### src/rtl/tsadd_pkg.sv
package tsadd_pkg;

    localparam int unsigned DEF_FRAC_W     = 12;
    localparam int unsigned DEF_COARSE_W   = 28;
    localparam int unsigned DEF_SEC_W      = 32;
    localparam int unsigned DEF_COARSE_MOD = 125;

    // Seconds adjustment decided by the coarse normalizer
    typedef enum logic [1:0] {
        CY_BORROW = 2'd0,
        CY_NONE   = 2'd1,
        CY_PLUS1  = 2'd2,
        CY_PLUS2  = 2'd3
    } cy_e;

    function automatic logic signed [2:0] cy_delta(input cy_e c);
        case (c)
            CY_BORROW: cy_delta = -3'sd1;
            CY_PLUS1:  cy_delta = 3'sd1;
            CY_PLUS2:  cy_delta = 3'sd2;
            default:   cy_delta = 3'sd0;
        endcase
    endfunction

endpackage

### src/rtl/tsadd_frac_stage.sv
module tsadd_frac_stage #(
    parameter int unsigned FRAC_W   = tsadd_pkg::DEF_FRAC_W,
    parameter int unsigned COARSE_W = tsadd_pkg::DEF_COARSE_W,
    parameter int unsigned SEC_W    = tsadd_pkg::DEF_SEC_W
) (
    input  logic                clk,
    input  logic                rst,
    input  logic                v_in,
    input  logic [SEC_W-1:0]    a_sec,
    input  logic [COARSE_W-1:0] a_coarse,
    input  logic [FRAC_W-1:0]   a_frac,
    input  logic [SEC_W-1:0]    b_sec,
    input  logic [COARSE_W-1:0] b_coarse,
    input  logic [FRAC_W-1:0]   b_frac,
    output logic                v_out,
    output logic [SEC_W-1:0]    a_sec_q,
    output logic [SEC_W-1:0]    b_sec_q,
    output logic [COARSE_W-1:0] a_coarse_q,
    output logic [COARSE_W-1:0] b_coarse_q,
    output logic [FRAC_W-1:0]   frac_q,
    output logic                fcy_q
);
    localparam int unsigned FSUM_W = FRAC_W + 1;

    logic [FSUM_W-1:0] fsum;

    // Radix is a power of two: the top bit of the sum is the carry
    assign fsum = {1'b0, a_frac} + {1'b0, b_frac};

    always_ff @(posedge clk) begin
        if (rst) begin
            v_out      <= 1'b0;
            a_sec_q    <= '0;
            b_sec_q    <= '0;
            a_coarse_q <= '0;
            b_coarse_q <= '0;
            frac_q     <= '0;
            fcy_q      <= 1'b0;
        end else begin
            v_out      <= v_in;
            a_sec_q    <= a_sec;
            b_sec_q    <= b_sec;
            a_coarse_q <= a_coarse;
            b_coarse_q <= b_coarse;
            frac_q     <= fsum[FRAC_W-1:0];
            fcy_q      <= fsum[FRAC_W];
        end
    end
endmodule

### src/rtl/tsadd_coarse_stage.sv
module tsadd_coarse_stage
    import tsadd_pkg::*;
#(
    parameter int unsigned FRAC_W     = DEF_FRAC_W,
    parameter int unsigned COARSE_W   = DEF_COARSE_W,
    parameter int unsigned SEC_W      = DEF_SEC_W,
    parameter int unsigned COARSE_MOD = DEF_COARSE_MOD
) (
    input  logic                clk,
    input  logic                rst,
    input  logic                v_in,
    input  logic [SEC_W-1:0]    a_sec,
    input  logic [SEC_W-1:0]    b_sec,
    input  logic [COARSE_W-1:0] a_coarse,
    input  logic [COARSE_W-1:0] b_coarse,
    input  logic [FRAC_W-1:0]   frac,
    input  logic                fcy,
    output logic                v_out,
    output logic [SEC_W-1:0]    a_sec_q,
    output logic [SEC_W-1:0]    b_sec_q,
    output logic [COARSE_W-1:0] coarse_q,
    output logic [FRAC_W-1:0]   frac_q,
    output cy_e                 cy_q
);
    // Two guard bits: one for sign, one for sums up to about 3*MOD
    localparam int unsigned SW = COARSE_W + 2;
    localparam logic signed [SW-1:0] MOD1 = SW'(COARSE_MOD);
    localparam logic signed [SW-1:0] MOD2 = SW'(2 * COARSE_MOD);

    logic signed [SW-1:0]  csum;
    logic [COARSE_W-1:0]   coarse_d;
    cy_e                   cy_d;

    assign csum = $signed({2'b00, a_coarse})
                + $signed({{2{b_coarse[COARSE_W-1]}}, b_coarse})
                + $signed({{(SW-1){1'b0}}, fcy});

    always_comb begin
        if (csum[SW-1]) begin
            coarse_d = COARSE_W'(csum + MOD1);
            cy_d     = CY_BORROW;
        end else if (csum >= MOD2) begin
            coarse_d = COARSE_W'(csum - MOD2);
            cy_d     = CY_PLUS2;
        end else if (csum >= MOD1) begin
            coarse_d = COARSE_W'(csum - MOD1);
            cy_d     = CY_PLUS1;
        end else begin
            coarse_d = COARSE_W'(csum);
            cy_d     = CY_NONE;
        end
    end

    always_ff @(posedge clk) begin
        if (rst) begin
            v_out    <= 1'b0;
            a_sec_q  <= '0;
            b_sec_q  <= '0;
            coarse_q <= '0;
            frac_q   <= '0;
            cy_q     <= CY_NONE;
        end else begin
            v_out    <= v_in;
            a_sec_q  <= a_sec;
            b_sec_q  <= b_sec;
            coarse_q <= coarse_d;
            frac_q   <= frac;
            cy_q     <= cy_d;
        end
    end
endmodule

### src/rtl/tsadd_sec_stage.sv
module tsadd_sec_stage
    import tsadd_pkg::*;
#(
    parameter int unsigned FRAC_W   = DEF_FRAC_W,
    parameter int unsigned COARSE_W = DEF_COARSE_W,
    parameter int unsigned SEC_W    = DEF_SEC_W
) (
    input  logic                clk,
    input  logic                rst,
    input  logic                v_in,
    input  logic [SEC_W-1:0]    a_sec,
    input  logic [SEC_W-1:0]    b_sec,
    input  logic [COARSE_W-1:0] coarse,
    input  logic [FRAC_W-1:0]   frac,
    input  cy_e                 cy,
    output logic                v_out,
    output logic [SEC_W-1:0]    sec_q,
    output logic [COARSE_W-1:0] coarse_q,
    output logic [FRAC_W-1:0]   frac_q
);
    logic signed [2:0] delta;
    logic [SEC_W-1:0]  delta_ext;

    assign delta     = cy_delta(cy);
    assign delta_ext = {{(SEC_W-3){delta[2]}}, delta};

    always_ff @(posedge clk) begin
        if (rst) begin
            v_out    <= 1'b0;
            sec_q    <= '0;
            coarse_q <= '0;
            frac_q   <= '0;
        end else begin
            v_out    <= v_in;
            sec_q    <= a_sec + b_sec + delta_ext;   // wraps modulo 2^SEC_W
            coarse_q <= coarse;
            frac_q   <= frac;
        end
    end
endmodule

### src/rtl/tstamp_mradix_add.sv
module tstamp_mradix_add
    import tsadd_pkg::*;
#(
    parameter int unsigned FRAC_W     = DEF_FRAC_W,
    parameter int unsigned COARSE_W   = DEF_COARSE_W,
    parameter int unsigned SEC_W      = DEF_SEC_W,
    parameter int unsigned COARSE_MOD = DEF_COARSE_MOD
) (
    input  logic                clk,
    input  logic                rst,
    input  logic                valid_i,
    input  logic [SEC_W-1:0]    a_sec_i,
    input  logic [COARSE_W-1:0] a_coarse_i,
    input  logic [FRAC_W-1:0]   a_frac_i,
    input  logic [SEC_W-1:0]    b_sec_i,
    input  logic [COARSE_W-1:0] b_coarse_i,
    input  logic [FRAC_W-1:0]   b_frac_i,
    output logic                valid_o,
    output logic [SEC_W-1:0]    q_sec_o,
    output logic [COARSE_W-1:0] q_coarse_o,
    output logic [FRAC_W-1:0]   q_frac_o
);
    // stage 1 -> stage 2
    logic                s1_v;
    logic [SEC_W-1:0]    s1_a_sec, s1_b_sec;
    logic [COARSE_W-1:0] s1_a_coarse, s1_b_coarse;
    logic [FRAC_W-1:0]   s1_frac;
    logic                s1_fcy;
    // stage 2 -> stage 3
    logic                s2_v;
    logic [SEC_W-1:0]    s2_a_sec, s2_b_sec;
    logic [COARSE_W-1:0] s2_coarse;
    logic [FRAC_W-1:0]   s2_frac;
    cy_e                 s2_cy;

    tsadd_frac_stage #(
        .FRAC_W(FRAC_W), .COARSE_W(COARSE_W), .SEC_W(SEC_W)
    ) u_frac (
        .clk(clk), .rst(rst), .v_in(valid_i),
        .a_sec(a_sec_i), .a_coarse(a_coarse_i), .a_frac(a_frac_i),
        .b_sec(b_sec_i), .b_coarse(b_coarse_i), .b_frac(b_frac_i),
        .v_out(s1_v), .a_sec_q(s1_a_sec), .b_sec_q(s1_b_sec),
        .a_coarse_q(s1_a_coarse), .b_coarse_q(s1_b_coarse),
        .frac_q(s1_frac), .fcy_q(s1_fcy)
    );

    tsadd_coarse_stage #(
        .FRAC_W(FRAC_W), .COARSE_W(COARSE_W), .SEC_W(SEC_W),
        .COARSE_MOD(COARSE_MOD)
    ) u_coarse (
        .clk(clk), .rst(rst), .v_in(s1_v),
        .a_sec(s1_a_sec), .b_sec(s1_b_sec),
        .a_coarse(s1_a_coarse), .b_coarse(s1_b_coarse),
        .frac(s1_frac), .fcy(s1_fcy),
        .v_out(s2_v), .a_sec_q(s2_a_sec), .b_sec_q(s2_b_sec),
        .coarse_q(s2_coarse), .frac_q(s2_frac), .cy_q(s2_cy)
    );

    tsadd_sec_stage #(
        .FRAC_W(FRAC_W), .COARSE_W(COARSE_W), .SEC_W(SEC_W)
    ) u_sec (
        .clk(clk), .rst(rst), .v_in(s2_v),
        .a_sec(s2_a_sec), .b_sec(s2_b_sec),
        .coarse(s2_coarse), .frac(s2_frac), .cy(s2_cy),
        .v_out(valid_o), .sec_q(q_sec_o),
        .coarse_q(q_coarse_o), .frac_q(q_frac_o)
    );
endmodule

### config.mk
export PLATFORM = sky130hd
export DESIGN_NAME = tstamp_mradix_add
export DESIGN_NICKNAME = d
export VERILOG_FILES = /design/src/rtl/tsadd_pkg.sv /design/src/rtl/tsadd_frac_stage.sv /design/src/rtl/tsadd_coarse_stage.sv /design/src/rtl/tsadd_sec_stage.sv /design/src/rtl/tstamp_mradix_add.sv
export SDC_FILE = /design/constraint.sdc
export NUM_CORES = 1
export LEC_CHECK = 0
export BUFFER_PORTS_ARGS = -buffer_cell sky130_fd_sc_hd__buf_2
export CELL_PAD_IN_SITES_DETAIL_PLACEMENT = 1
export CELL_PAD_IN_SITES_GLOBAL_PLACEMENT = 2
export CORE_MARGIN = 2
export CORE_UTILIZATION = 32
export DETAILED_ROUTE_END_ITERATION = 10
export PLACE_DENSITY = 0.73
export SETUP_SLACK_MARGIN = 0.05
export SKIP_CTS_REPAIR_TIMING = 1
export SYNTH_ARGS = -nofsm -noshare
export SYNTH_HDL_FRONTEND = slang
export SYNTH_SLANG_ARGS = --single-unit
export TNS_END_PERCENT = 30
### constraint.sdc
create_clock -name clk -period 5.1 [get_ports clk]
set_input_delay 0.51 -clock clk [delete_from_list [all_inputs] [get_ports clk]]
set_output_delay 0.51 -clock clk [all_outputs]
set_load 0.01 [all_outputs]
==> impl_metrics.py <==
metrics = {
    "die": {
        "start_util_pct": 32.25,
        "die_y_um": 214.4,
        "boundaryPins": 220,
        "die_area_sq_mm": 0.04597,
        "design.core.area_sq_mm": 0.04393,
        "die_x_um": 214.4,
        "row_count": 77,
    },
    "power_and_ir_drop": {
        "cellLeakagePower_nw": 7.729,
        "p_per_area_mw_per_mm2": 365.7,
        "fin_total_pwr_mw": 6.370,
        "ir_drop_uv": 255.8,
        "swShare_pct": 26.89,
        "p_switching_mw": 1.713,
        "clkPwrFrac_pct": 40.7,
        "power_frac_seq_pct": 42.3,
        "p_int_mw": 4.657,
        "pwr-share-comb_pct": 17.0,
    },
    "synthesis": {
        "postSynthCellCount": 1439,
        "synth_nets": 1704,
        "ys_seq_area_share_pct": 44.37,
        "synth.most_common_cell": "dfxtp_1",
        "syn-cell-area_sq_mm": 0.01417,
        "synth_flop_cell": "dfxtp_1",
        "synth_area_leaders": "dfxtp_1, nor2b_1, ha_1, fa_1, nor2_1",
        "yosysTopAreaCellShare_pct": 44.37,
        "synth_top_area_cell": "dfxtp_1",
        "async_flop_share_pct": 0,
        "synthTopCellsByCount": "dfxtp_1, nor2b_1, nor2_1",
        "synth_seq_cells": 314,
        "yosysUniqueCellTypes": 86,
        "yosys_warnings": 0,
        "syn_avg_cell_area_sq_um": 9.845,
        "synth_edf_count": 0,
    },
    "timing": {
        "worst_clock_skew_ns": 0.02953,
        "setup_slack_ns": 0.3033,
        "max_freq_mhz": 208.5,
        "slew_headroom_pct": 34.97,
        "drv_slew": 0,
        "tightest_slew_ns": 0.9755,
        "rsz0062_at_grt": "true",
        "finalHoldViolCount": 0,
        "min_period_ns": 4.797,
        "tns_ns": 0,
        "setup_viol": 0,
        "period_share_pct": 94.05,
        "hold_ws_ns": 0.1748,
    },
    "cts": {
        "cts_tree": "yes",
        "path_clk_slew_ns": 0.06,
        "numCtsBuffers": 36,
        "insertion_delay_ns": 0.55,
        "root_buffer": "clkbuf_16",
        "h-tree-depth": 2,
        "clk_path_buf_depth": 3,
        "clock_sinks": 314,
    },
    "route": {
        "drc_errors": 0,
        "dr.pass1.iters": 4,
        "antenna_left": 0,
        "drt-initial-drc-count": 365,
        "wl_per_cell_um": 16.24,
        "drt-vias-per-instance": 4.693,
        "vias": 10810,
        "drt_wl_total_mm": 37.41,
    },
    "setup_path": {
        "cp.required_ns": 5.53,
        "r2r_start": "u_frac.a_coarse_q[0]",
        "path_max_fanout": 4,
        "end_kind": "flop",
        "critical_path_arrival_ns": 5.23,
        "critPathLaunch": "u_frac.a_coarse_q[0]",
        "crit_type": "flop to flop",
        "start_kind": "flop",
    },
    "cells_and_area": {
        "area_growth_pct": 22.93,
        "final_util_pct": 39.64,
        "fin_area_sq_mm": 0.01742,
        "num_antenna_cells": 0,
        "drive_gt1_share_pct": 22.02,
        "final_nets": 1950,
        "fin_cells": 2304,
    },
    "hold_path": {
        "hold_class": "input pin to flop",
        "hold_start": "b_coarse_i[16]",
    },
    "global_route": {
        "grt_max_degree": 145,
        "grt_pass1_vias": 11390,
        "gr-total-overflow": 0,
        "antenna_found_initial": 1,
        "gr-usage-all-layers_pct": 16.48,
        "grt_pass1_wl_mm": 61.28,
    },
    "placement": {
        "dpl.cell_count": 2236,
        "hpwl_mm": 28.18,
        "gp_congestion": 0.8189,
        "dpl_cell_area_sq_mm": 0.01612,
        "portBuffers": 219,
        "pre_cts_ws_ns": 0.1351,
    },
    "run_status": {
        "outcome": "finished clean",
    },
    "flow_run": {
        "max_cap_viol_count": 0,
    },
}
layout by cell type, fill, tap and decap left out, types with 7 or more instances in the layout:
cell	count
dfxtp_1	314
nor2b_1	254
buf_2	218
nor2_1	113
ha_1	82
a21oi_1	60
xnor2_1	45
buf_4	45
nand2_1	44
inv_1	42
o21ai_0	40
clkbuf_16	38
a21o_1	36
fa_1	34
xor2_1	27
nor3_1	26
nand3_1	26
a31oi_1	17
and2_1	15
o21bai_1	14
nand4_1	13
nand2b_1	12
o21a_1	10
or2_2	10
o211ai_1	9
or3_1	8
clkbuf_1	8
o31ai_1	7
sequential cells by signal, indices dropped and copies added, names as in the netlist, 2 cells and up:
register           flops
u_sec.sec_q           32
u_coarse.a_sec_q      32
u_coarse.cy_q          2
u_sec.frac_q          12
u_frac.frac_q         12
u_frac.b_coarse_q     28
u_frac.b_sec_q        32
u_coarse.b_sec_q      32
u_coarse.frac_q       12
u_sec.coarse_q        28
u_frac.a_coarse_q     28
u_coarse.coarse_q     28
u_frac.a_sec_q        32
worst max-delay path: stages, from the launching register on:
cell and delay [ns]:
dfxtp_1 0.30, inv_1 0.05, fa_1 0.48, inv_1 0.10, fa_2 0.23, a21oi_2 0.08
o221a_4 0.28, o21a_1 0.24, o211a_1 0.27, o31ai_1 0.27, buf_4 0.18, mux2i_2 0.23
nand2_2 0.14, or3_4 0.43, o31a_1 0.32, o211ai_1 0.28, nand3_2 0.21, a31oi_1 0.25
mux2_1 0.35
per-layer routing:
metal / up-vias / track usage, % / routed length, um
li1: 5385 / - / -
met1: 5201 / 21.69 / 17540
met2: 175 / 26.76 / 17190
met3: 52 / 3.844 / 1879
met4: 0 / 5.231 / 800
met5: - / 0 / 0
power by group through the flow:
stage / combinational [mW] / sequential [mW] / clock, mW
floorplan: 0.683 / 2.75 / 0
global placement: 1.07 / 2.75 / 0
detailed placement: 1.08 / 2.75 / 0
CTS: 1.09 / 2.70 / 2.70
global route: 1.22 / 2.71 / 2.79
finish: 1.09 / 2.69 / 2.59
kinds of logic (layout without fill, tap and decap cells):
group	Yosys count	in the layout	synth area share [%]
buf+inv	99	372	2.764
compound gates	269	269	13.37
flops	314	314	44.37
xor+xnor	72	72	4.451
mux	7	7	0.5917
simple gates	560	560	22.18
fa+ha+maj	118	118	12.28
cell type report:
cell class | instances | area (sq um)
Inverter | 42 | 157.7
Multi-Input combinational cell | 1026 | 7565
Sequential cell | 314 | 6286
Tap cell | 592 | 740.7
Clock inverter | 13 | 138.9
Timing Repair Buffer | 265 | 1464
Fill cell | 5079 | 26520
Clock buffer | 52 | 1064
path summary, 6_finish.rpt:
check,depth (start not counted),endpoint,slack [ns]
setup reg to reg,18,u_coarse.coarse_q[17],0.30
hold reg to reg,1,u_coarse.b_sec_q[5],0.41
setup / recovery,18,u_coarse.coarse_q[17],0.30
hold / removal,2,u_frac.b_coarse_q[16],0.17
(Power assumes the default switching activity.)
